===== src/rtl/msg_sched_pkg.sv =====
`timescale 1ns/1ps
package msg_sched_pkg;

   localparam int WORD_BITS  = 32;
   localparam int SCHED_LEN  = 64;
   localparam int WINDOW_LEN = 16;

   typedef logic [WORD_BITS-1:0] sched_word_t;

   // rotation amounts and shift amounts of the two small mixing functions
   localparam int S0_ROT_A = 7;
   localparam int S0_ROT_B = 18;
   localparam int S0_SHR   = 3;
   localparam int S1_ROT_A = 17;
   localparam int S1_ROT_B = 19;
   localparam int S1_SHR   = 10;

   function automatic sched_word_t rot_right(input sched_word_t x, input int unsigned n);
      return (x >> n) | (x << (WORD_BITS - n));
   endfunction

   function automatic sched_word_t mix_lo(input sched_word_t x);
      return rot_right(x, S0_ROT_A) ^ rot_right(x, S0_ROT_B) ^ (x >> S0_SHR);
   endfunction

   function automatic sched_word_t mix_hi(input sched_word_t x);
      return rot_right(x, S1_ROT_A) ^ rot_right(x, S1_ROT_B) ^ (x >> S1_SHR);
   endfunction

endpackage


===== src/rtl/msg_sched_round_ctl.sv =====
`timescale 1ns/1ps
module msg_sched_round_ctl #(
   parameter int ROUNDS    = 64,
   parameter int WIN_DEPTH = 16,
   localparam int CNT_W    = $clog2(ROUNDS)
) (
   input  logic             clk,
   input  logic             rst_n,
   input  logic             init,
   input  logic             next,
   output logic [CNT_W-1:0] round_q,
   output logic             load_en,
   output logic             shift_en,
   output logic             direct_sel
);

   localparam logic [CNT_W-1:0] LAST_ROUND = CNT_W'(ROUNDS - 1);
   localparam logic [CNT_W-1:0] FIRST_CALC = CNT_W'(WIN_DEPTH);

   logic advance;

   always_comb begin
      load_en    = init;
      advance    = next && !init && (round_q != LAST_ROUND);
      direct_sel = (round_q < FIRST_CALC);
      shift_en   = advance && !direct_sel;
   end

   always_ff @(posedge clk or negedge rst_n) begin
      if (!rst_n) begin
         round_q <= '0;
      end else if (load_en) begin
         round_q <= '0;
      end else if (advance) begin
         round_q <= round_q + 1'b1;
      end
   end

endmodule


===== src/rtl/msg_sched_window_regs.sv =====
`timescale 1ns/1ps
module msg_sched_window_regs #(
   parameter int WORD_W    = 32,
   parameter int WIN_DEPTH = 16,
   localparam int BLK_W    = WORD_W * WIN_DEPTH
) (
   input  logic                                 clk,
   input  logic                                 rst_n,
   input  logic                                 load_en,
   input  logic                                 shift_en,
   input  logic [BLK_W-1:0]                     load_blk,
   input  logic [WORD_W-1:0]                    push_word,
   output logic [WIN_DEPTH-1:0][WORD_W-1:0]     win_q
);

   genvar g;
   generate
      for (g = 0; g < WIN_DEPTH; g++) begin : g_slot
         // slot g takes word g of the block; word 0 sits in the top bits
         localparam int HI = BLK_W - 1 - g * WORD_W;
         logic [WORD_W-1:0] d;

         if (g == WIN_DEPTH - 1) begin : g_top
            always_comb d = push_word;
         end else begin : g_mid
            always_comb d = win_q[g+1];
         end

         always_ff @(posedge clk or negedge rst_n) begin
            if (!rst_n) begin
               win_q[g] <= '0;
            end else if (load_en) begin
               win_q[g] <= load_blk[HI -: WORD_W];
            end else if (shift_en) begin
               win_q[g] <= d;
            end
         end
      end
   endgenerate

endmodule


===== src/rtl/msg_sched_expand.sv =====
`timescale 1ns/1ps
module msg_sched_expand
   import msg_sched_pkg::*;
#(
   parameter int WORD_W   = 32,
   parameter bit ADD_TREE = 1'b1
) (
   input  logic [WORD_W-1:0] tap_m16,
   input  logic [WORD_W-1:0] tap_m15,
   input  logic [WORD_W-1:0] tap_m7,
   input  logic [WORD_W-1:0] tap_m2,
   output logic [WORD_W-1:0] new_word
);

   logic [WORD_W-1:0] lo_mix, hi_mix;

   always_comb begin
      lo_mix = mix_lo(tap_m15);
      hi_mix = mix_hi(tap_m2);
   end

   generate
      if (ADD_TREE) begin : g_tree
         logic [WORD_W-1:0] sum_a, sum_b;
         always_comb begin
            sum_a    = hi_mix + tap_m7;
            sum_b    = lo_mix + tap_m16;
            new_word = sum_a + sum_b;
         end
      end else begin : g_chain
         always_comb new_word = ((hi_mix + tap_m7) + lo_mix) + tap_m16;
      end
   endgenerate

endmodule


===== src/rtl/msg_sched_window.sv =====
`timescale 1ns/1ps
module msg_sched_window #(
   parameter int WORD_W    = 32,
   parameter int WIN_DEPTH = 16,
   parameter int ROUNDS    = 64,
   parameter bit ADD_TREE  = 1'b1
) (
   input  logic                        clk,
   input  logic                        rst_n,
   input  logic                        init,
   input  logic                        next,
   input  logic [WORD_W*WIN_DEPTH-1:0] block,
   output logic [WORD_W-1:0]           w_out
);

   localparam int CNT_W = $clog2(ROUNDS);
   localparam int IDX_W = $clog2(WIN_DEPTH);
   // tap positions relative to the bottom of the window (word t-16)
   localparam int TAP_M16 = WIN_DEPTH - 16;
   localparam int TAP_M15 = WIN_DEPTH - 15;
   localparam int TAP_M7  = WIN_DEPTH - 7;
   localparam int TAP_M2  = WIN_DEPTH - 2;

   generate
      if (WORD_W != msg_sched_pkg::WORD_BITS) begin : g_bad_word
         $error("msg_sched_window: WORD_W must equal 32");
      end
      if (WIN_DEPTH != msg_sched_pkg::WINDOW_LEN) begin : g_bad_depth
         $error("msg_sched_window: WIN_DEPTH must equal 16");
      end
      if (ROUNDS != msg_sched_pkg::SCHED_LEN) begin : g_bad_rounds
         $error("msg_sched_window: ROUNDS must equal 64");
      end
   endgenerate

   logic [CNT_W-1:0]                 round_q;
   logic                             load_en, shift_en, direct_sel;
   logic [WIN_DEPTH-1:0][WORD_W-1:0] win_q;
   logic [WORD_W-1:0]                calc_word;
   logic [IDX_W-1:0]                 direct_idx;

   msg_sched_round_ctl #(
      .ROUNDS    (ROUNDS),
      .WIN_DEPTH (WIN_DEPTH)
   ) u_ctl (
      .clk        (clk),
      .rst_n      (rst_n),
      .init       (init),
      .next       (next),
      .round_q    (round_q),
      .load_en    (load_en),
      .shift_en   (shift_en),
      .direct_sel (direct_sel)
   );

   msg_sched_window_regs #(
      .WORD_W    (WORD_W),
      .WIN_DEPTH (WIN_DEPTH)
   ) u_regs (
      .clk       (clk),
      .rst_n     (rst_n),
      .load_en   (load_en),
      .shift_en  (shift_en),
      .load_blk  (block),
      .push_word (calc_word),
      .win_q     (win_q)
   );

   msg_sched_expand #(
      .WORD_W   (WORD_W),
      .ADD_TREE (ADD_TREE)
   ) u_expand (
      .tap_m16  (win_q[TAP_M16]),
      .tap_m15  (win_q[TAP_M15]),
      .tap_m7   (win_q[TAP_M7]),
      .tap_m2   (win_q[TAP_M2]),
      .new_word (calc_word)
   );

   always_comb begin
      direct_idx = round_q[IDX_W-1:0];
      w_out      = direct_sel ? win_q[direct_idx] : calc_word;
   end

endmodule


===== config.mk =====
export PLATFORM = sky130hd
export DESIGN_NAME = msg_sched_window
export DESIGN_NICKNAME = d
export VERILOG_FILES = /design/src/rtl/msg_sched_pkg.sv /design/src/rtl/msg_sched_round_ctl.sv /design/src/rtl/msg_sched_window_regs.sv /design/src/rtl/msg_sched_expand.sv /design/src/rtl/msg_sched_window.sv
export SDC_FILE = /design/constraint.sdc
export NUM_CORES = 1
export LEC_CHECK = 0
export BUFFER_PORTS_ARGS = -buffer_cell sky130_fd_sc_hd__buf_2
export CORE_MARGIN = 4
export CORE_UTILIZATION = 52
export DETAILED_ROUTE_END_ITERATION = 12
export GPL_ROUTABILITY_DRIVEN = 0
export PLACE_DENSITY_LB_ADDON = 0.3
export SLEW_MARGIN = 15
export SYNTH_ARGS = -nofsm -noshare
export SYNTH_HDL_FRONTEND = slang
export SYNTH_HIERARCHICAL = 1
export SYNTH_SLANG_ARGS = --single-unit

===== constraint.sdc =====
create_clock -name clk -period 6.54 [get_ports clk]
set_clock_uncertainty 0.2 [all_clocks]
set_input_delay 1.308 -clock clk [delete_from_list [all_inputs] [get_ports clk]]
set_output_delay 1.308 -clock clk [all_outputs]
set_load 0.02 [all_outputs]

==> reports/metrics.json, run 1 <==
{
  "status": {"value": "finished, violations left"},
  "violated_checks": {"value": "negative setup slack"},
  "path_clk_slew": {"value": 70, "unit": "ps"},
  "layout_worst_path_cycle_share": {"value": 102, "unit": "%"},
  "yosys.area_share.simple": {"value": 7.39, "unit": "%"},
  "critPathLaunchType": {"value": "register"},
  "finalNonFillerCells": {"value": 4443},
  "crit_fanout": {"value": 6},
  "synth_area_leader_cell": {"value": "dfrtp_1"},
  "post_dp_area": {"value": 0.0356, "unit": "mm2"},
  "viasPerCell": {"value": 5.90},
  "dr_total_vias": {"value": 26200},
  "reg2regPathDepth": {"value": 18},
  "timing.reg2reg.setup_slack": {"value": 1820, "unit": "ps"},
  "hp-class": {"value": "input pin to asynchronous set/reset pin"},
  "timing_hold_violations_final": {"value": 0},
  "htreeDepth": {"value": 2},
  "io_pins": {"value": 548},
  "power.density": {"value": 347, "unit": "mW/mm2"},
  "avgRoutedWirePerCell": {"value": 24.1, "unit": "um"},
  "setup_slack": {"value": -126, "unit": "ps"},
  "worst-endpoint-required": {"value": 5030, "unit": "ps"},
  "die_h": {"value": 260, "unit": "um"},
  "die_width": {"value": 260, "unit": "um"},
  "yosys-mux-area-fraction": {"value": 25.2, "unit": "%"},
  "yosysTopAreaCellShare": {"value": 39.1, "unit": "%"},
  "synth-edff-count": {"value": 0},
  "drive_gt1_share": {"value": 27.1, "unit": "%"},
  "finalSetupViolCount": {"value": 7},
  "cts.root.buffer_cell": {"value": "clkbuf_16"},
  "lkg_pwr": {"value": 15.8, "unit": "nW"},
  "aggregate_global_routing_overflow": {"value": 0},
  "tritoncts": {"value": "built"},
  "groute.usage.overall": {"value": 30.6, "unit": "%"},
  "postSynthNetCount": {"value": 3690},
  "initial_utilization": {"value": 52.5, "unit": "%"},
  "drt-total-wl": {"value": 107000, "unit": "um"},
  "grt_setup_unrepaired": {"value": "yes"},
  "synth_seq_area_share": {"value": 39.1, "unit": "%"},
  "synth_compound_gate_area_share": {"value": 11.8, "unit": "%"},
  "reg_to_reg_end": {"value": "u_regs/g_slot[14].d[29]$_DFFE_PN0P_"},
  "timing.critical_path.to_type": {"value": "output pin"},
  "synth_xor_xnor_area_share": {"value": 3.91, "unit": "%"},
  "antenna_found_initial": {"value": 8},
  "max_freq": {"value": 0.150, "unit": "GHz"},
  "synthesis.instances": {"value": 3080},
  "cp.arrival": {"value": 5160, "unit": "ps"},
  "cts_hold_repair.buffers": {"value": 0},
  "place_ws": {"value": 119, "unit": "ps"},
  "cts_made_buffers": {"value": 56},
  "finish.instance_area": {"value": 0.0382, "unit": "mm2"},
  "fp-row-count": {"value": 92},
  "placement.io_buffers": {"value": 547},
  "slew-limit-headroom": {"value": 27.7, "unit": "%"},
  "drc": {"value": 0},
  "worst_skew_pair.late_latency": {"value": 620, "unit": "ps"},
  "drv_cap": {"value": 0},
  "report.final.slew_viol_count": {"value": 0},
  "die_area": {"value": 0.0678, "unit": "mm2"},
  "r2r-start": {"value": "u_regs/g_slot[0].d[19]$_DFFE_PN0P_"},
  "post_detailed_route_count_of_antenna_violating_nets": {"value": 0},
  "clk_path_buf_depth": {"value": 3},
  "worst_slew_pin_slew": {"value": 1080, "unit": "ps"},
  "postSynthAreaPerCell": {"value": 10.8, "unit": "um2"},
  "maximum_number_of_pins_on_one_net_before_global_route_repair": {"value": 261},
  "placeableCoreArea": {"value": 0.0631, "unit": "mm2"},
  "postSynthRegisterBits": {"value": 518},
  "areaGrowthSynthToFinish": {"value": 15.4, "unit": "%"},
  "fin_nets": {"value": 4160},
  "first_pass_iters": {"value": 6},
  "netlist-cell-type-count": {"value": 66},
  "dp_cells": {"value": 4303},
  "synthesis.yosys.warnings": {"value": 6},
  "synth.area.top_cells": {"value": "dfrtp_1, mux2i_1, mux4_2, o21ai_1, nand2_1"},
  "via_count_of_the_first_global_routing_pass": {"value": 26000},
  "yosys_most_used_dff": {"value": "dfrtp_1"},
  "synth_fa_ha_area_share": {"value": 4.96, "unit": "%"},
  "max-vdd-ir-drop": {"value": 0.000318, "unit": "V"},
  "largest_family_of_logic_cells_by_synthesized_area": {"value": "multiplexers"},
  "dp_hpwl": {"value": 79100, "unit": "um"},
  "first_pass_grt_wire_length": {"value": 159000, "unit": "um"},
  "total_power": {"value": 13.3, "unit": "mW"},
  "final_core_util": {"value": 60.6, "unit": "%"},
  "first_iter_violations": {"value": 2575},
  "timing_worst_setup_path_type": {"value": "register to output pin"},
  "async_reset_ff_share": {"value": 100, "unit": "%"},
  "numClockSinks": {"value": 518},
  "final.min_clock_period": {"value": 6670, "unit": "ps"},
  "total_standard_cell_area_after_synthesis": {"value": 0.0331, "unit": "mm2"}
}
worst max path at each step:
stage	end	slack, ps	cells past startpoint	start
floorplan	w_out[31]	730	16	u_regs/g_slot[0].d[4]$_DFFE_PN0P_
detailed placement	w_out[26]	120	16	u_regs/g_slot[0].d[18]$_DFFE_PN0P_
global route	w_out[29]	-250	17	u_regs/g_slot[0].d[19]$_DFFE_PN0P_
finish	w_out[28]	-130	18	u_regs/g_slot[0].d[19]$_DFFE_PN0P_
global placement	w_out[26]	160	16	u_regs/g_slot[0].d[18]$_DFFE_PN0P_
CTS	w_out[29]	-190	17	u_regs/g_slot[0].d[19]$_DFFE_PN0P_
per-stage QoR:
step / setup TNS [ps] / hold WS [ps]
after CTS: -811 / 340
final: -475 / 364
after floorplan: 0 / 329
after global placement: 0 / 352
after global routing: -2400 / 359
after detailed placement: 0 / 362
layer usage:
| metal | share of wire, % | track usage (%) | up-vias |
|---|---|---|---|
| li1 | - | - | 11800 |
| met3 | 7.2 | 5.39 | 244 |
| met1 | 41 | 42.3 | 13100 |
| met2 | 48 | 48.2 | 1091 |
| met4 | 4.0 | 12.2 | 6 |
| met5 | 0.035 | 0 | - |
cell type report:
cell class	instances	area, um2
inverters	132	495
multi-input cells	2202	18000
clock inverters	21	323
repair buffers	640	3700
clock buffers	79	1630
diodes	5	12.5
well taps	846	1060
flip-flops and latches	518	13000
fillers	5353	24800
cell usage in the layout, fill, tap and decap left out, drive strengths merged, types with 5 or more instances in the layout:
cell type / instances
a21oi: 28
clkbuf: 79
mux2i: 544
nand2: 533
dfrtp: 518
a31oi: 6
mux4: 128
inv: 134
xnor2: 89
o21bai: 5
bufinv: 8
a21o: 12
clkinv: 10
diode: 5
o22ai: 32
fa: 62
ha: 32
nand3: 9
xor2: 59
nor2: 47
a221oi: 33
and3: 5
buf: 640
o21ai: 532
kinds of logic after synthesis:
family	count (synthesis)
compound gates	667
fa+ha+maj	94
simple gates	621
mux	672
flops	518
buf+inv	360
xor+xnor	148
power breakdown:
part	internal, mW	switching (mW)	leakage (nW)
combinational	2.64	3.33	8.56
clock	2.04	1.37	0.962
sequential	3.49	0.393	6.30
synth_stat cells (5+ instances only):
cell type	instances
nand3_1	8
nor2_1	47
o21ai_1	486
buf_4	12
fa_1	62
ha_1	32
o22ai_1	22
mux4_2	124
xor2_1	59
buf_12	47
dfrtp_1	518
mux2i_1	544
buf_2	59
buf_8	6
a31oi_1	5
o21ai_0	45
nand2_1	532
xnor2_1	89
a21o_1	12
clkbuf_1	73
inv_1	132
a221oi_2	31
o21bai_1	5
buf_6	19
a21oi_1	28
and3_1	5
dlygate4sd1_1	6
o22ai_2	10
worst max-delay path, cell delays in order, from the launching register on:
cell and delay (ps):
dfrtp_2 460, buf_4 170, xor2_1 170, xnor2_1 270, fa_1 500, fa_1 520
inv_1 70, ha_4 290, and3_4 200, nand2_2 60, a211oi_4 260, nor4_4 70
buf_4 170, o21a_1 210, o31ai_2 290, xnor2_1 210, nor2_1 80, a221oi_2 330
buf_4 220
sequential cells by signal, indices dropped and copies added (netlist names):
register	count
u_ctl/round_q	6
u_regs/g_slot.d	480
u_regs/win_q	32
repair_timing:
| item | in CTS | in global routing |
|---|---|---|
| pin swaps | 27 | 32 |
| resized for setup | 51 | 40 |
| endpoints found under the setup margin | 17 | 19 |
| buffers inserted | 14 | 21 |
| endpoints found under the hold margin | 0 | 0 |
Power figures use the tool's default switching activity.
==> inputs of run 2 (changes only) <==
--- a/config.mk
+++ b/config.mk
@@ -8,8 +8,10 @@
 export BUFFER_PORTS_ARGS = -buffer_cell sky130_fd_sc_hd__buf_2
 export CORE_MARGIN = 4
 export CORE_UTILIZATION = 52
+export CTS_CLUSTER_SIZE = 40
 export DETAILED_ROUTE_END_ITERATION = 12
 export GPL_ROUTABILITY_DRIVEN = 0
+export HOLD_SLACK_MARGIN = 0.08
 export PLACE_DENSITY_LB_ADDON = 0.3
 export SLEW_MARGIN = 15
 export SYNTH_ARGS = -nofsm -noshare
==> constraint.sdc (replaced) <==
create_clock -name clk -period 6.35 [get_ports clk]
set_clock_uncertainty 0.2 [all_clocks]
set_input_delay 1.27 -clock clk [delete_from_list [all_inputs] [get_ports clk]]
set_output_delay 1.27 -clock clk [all_outputs]
set_load 0.02 [all_outputs]
==> run 2 against run 1 <==
Against the previous run: the flow still finishes with violations (negative setup slack); worst setup slack worse by 89 ps; clock power down 6%; highest routed layer unchanged; critical path type unchanged; global-route usage rose by 0.41 points; wire length rose by 0.84%; largest power group unchanged.
==> reports/metrics.json, run 2 (same netlist as run 1, synthesis figures left out) <==
{
  "status": {"value": "finished, violations left"},
  "violated_checks": {"value": "negative setup slack"},
  "cts_hold_repair.buffers": {"value": 0},
  "most-common-layout-cells": {"value": "mux2i_1, nand2_1, buf_2"},
  "report.final.slew_viol_count": {"value": 0},
  "drt-total-wl": {"value": 108000, "unit": "um"},
  "power.density": {"value": 352, "unit": "mW/mm2"},
  "tritoncts": {"value": "built"},
  "clk_path_buf_depth": {"value": 3},
  "drive_gt1_share": {"value": 27.1, "unit": "%"},
  "io_pins": {"value": 548},
  "cp.arrival": {"value": 5100, "unit": "ps"},
  "fp-row-count": {"value": 92},
  "grt_setup_unrepaired": {"value": "yes"},
  "reg2regPathDepth": {"value": 18},
  "via_count_of_the_first_global_routing_pass": {"value": 26300},
  "avgRoutedWirePerCell": {"value": 24.3, "unit": "um"},
  "finalSetupViolCount": {"value": 12},
  "placeableCoreArea": {"value": 0.0631, "unit": "mm2"},
  "timing.critical_path.to_type": {"value": "output pin"},
  "crit_fanout": {"value": 6},
  "timing_worst_setup_path_type": {"value": "register to output pin"},
  "largest_register_ffs": {"value": 480},
  "placement.io_buffers": {"value": 547},
  "cts.root.buffer_cell": {"value": "clkbuf_16"},
  "maximum_number_of_pins_on_one_net_before_global_route_repair": {"value": 220},
  "htreeDepth": {"value": 2},
  "first_iter_violations": {"value": 2358},
  "die_width": {"value": 260, "unit": "um"},
  "drv_cap": {"value": 0},
  "setup_slack": {"value": -216, "unit": "ps"},
  "worst-endpoint-required": {"value": 4880, "unit": "ps"},
  "areaGrowthSynthToFinish": {"value": 15.0, "unit": "%"},
  "max_freq": {"value": 0.152, "unit": "GHz"},
  "hold-path-cell-count": {"value": 2},
  "first_pass_grt_wire_length": {"value": 161000, "unit": "um"},
  "timing.reg2reg.setup_slack": {"value": 1760, "unit": "ps"},
  "critPathLaunchType": {"value": "register"},
  "initial_utilization": {"value": 52.5, "unit": "%"},
  "antenna_found_initial": {"value": 9},
  "worst_slew_pin_slew": {"value": 1210, "unit": "ps"},
  "groute.usage.overall": {"value": 31.0, "unit": "%"},
  "dp_hpwl": {"value": 79900, "unit": "um"},
  "max-vdd-ir-drop": {"value": 0.000262, "unit": "V"},
  "layout.cells.most_common": {"value": "mux2i_1"},
  "die_h": {"value": 260, "unit": "um"},
  "final.min_clock_period": {"value": 6570, "unit": "ps"},
  "hp-class": {"value": "register to register"},
  "numClockSinks": {"value": 518},
  "slew-limit-headroom": {"value": 19.0, "unit": "%"},
  "layout_worst_path_cycle_share": {"value": 103, "unit": "%"},
  "worst_skew_pair.late_latency": {"value": 620, "unit": "ps"},
  "die_area": {"value": 0.0678, "unit": "mm2"},
  "lkg_pwr": {"value": 15.7, "unit": "nW"},
  "drc": {"value": 0},
  "post_detailed_route_count_of_antenna_violating_nets": {"value": 0},
  "viasPerCell": {"value": 5.89},
  "post_dp_area": {"value": 0.0356, "unit": "mm2"},
  "first_pass_iters": {"value": 5},
  "dr_total_vias": {"value": 26200},
  "cts_made_buffers": {"value": 55},
  "path_clk_slew": {"value": 60, "unit": "ps"},
  "fin_nets": {"value": 4160},
  "total_power": {"value": 13.4, "unit": "mW"},
  "timing_hold_violations_final": {"value": 0},
  "aggregate_global_routing_overflow": {"value": 0},
  "finish.instance_area": {"value": 0.0381, "unit": "mm2"}
}
==> run 2: cell type report <==
cell class                 count  area, um2
antenna                        6       15.0
clock buffer                  86       1610
clock inverter                14        141
fill                        5473      25000
inverter                     132        495
multi-input combinational   2202      18100
sequential                   518      13000
tap                          846       1060
timing repair buffer         641       3660
==> run 2: worst paths after layout <==
check	startpoint	endpoint
max	u_regs/g_slot[0].d[21]$_DFFE_PN0P_	w_out[25]
min in group asynchronous	rst_n	u_regs/g_slot[5].d[8]$_DFFE_PN0P_
max reg2reg	u_regs/g_slot[0].d[13]$_DFFE_PN0P_	u_regs/g_slot[14].d[28]$_DFFE_PN0P_
max in group asynchronous	rst_n	u_regs/g_slot[11].d[2]$_DFFE_PN0P_
min reg2reg	u_regs/g_slot[7].d[7]$_DFFE_PN0P_	u_regs/g_slot[6].d[7]$_DFFE_PN0P_
min	u_regs/g_slot[7].d[7]$_DFFE_PN0P_	u_regs/g_slot[6].d[7]$_DFFE_PN0P_
==> run 2: power by group <==
part | switching (mW) | internal [mW] | total, mW
Combinational | 3.47 | 2.73 | 6.19
Clock | 1.39 | 1.82 | 3.21
Sequential | 0.397 | 3.60 | 3.99
==> run 2: metal layers <==
layer  GRT usage, %  share of wire, %
met2           49.9                48
met5              0             0.025
met1           42.9                41
met4           11.2               3.6
met3           4.85               7.3
==> run 2: timing repair <==
item	4_1_cts	5_1_grt
gates resized for setup	76	32
pin swaps	26	31
endpoints found under the setup margin	18	21
setup buffers	21	9
==> run 2: worst max-delay path: stages, from the launching register on <==
cell      delay (ps)
dfrtp_1          530
xor2_1           220
xnor2_1          160
fa_1             490
inv_1             50
fa_1             470
ha_1             370
a21o_1           210
a221o_2          410
a211oi_4         310
o31ai_4          160
a31oi_4          270
buf_4            160
xnor2_2          110
nor2_1            70
a221oi_2         290
buf_4            210
==> run 2: metrics by stage <==
step / setup TNS, ps / utilization, % / instances / worst slack (ps) / hold slack (ps)
global route: -4910 / 60.4 / 4444 / -410 / 405
detailed placement: 0 / 56.4 / 4309 / 160 / 360
floorplan: 0 / - / 3080 / 580 / 329
global placement: 0 / 56.4 / 4309 / 225 / 352
finish: -1620 / 60.4 / 4445 / -216 / 373
CTS: -1760 / 60.0 / 4430 / -318 / 374
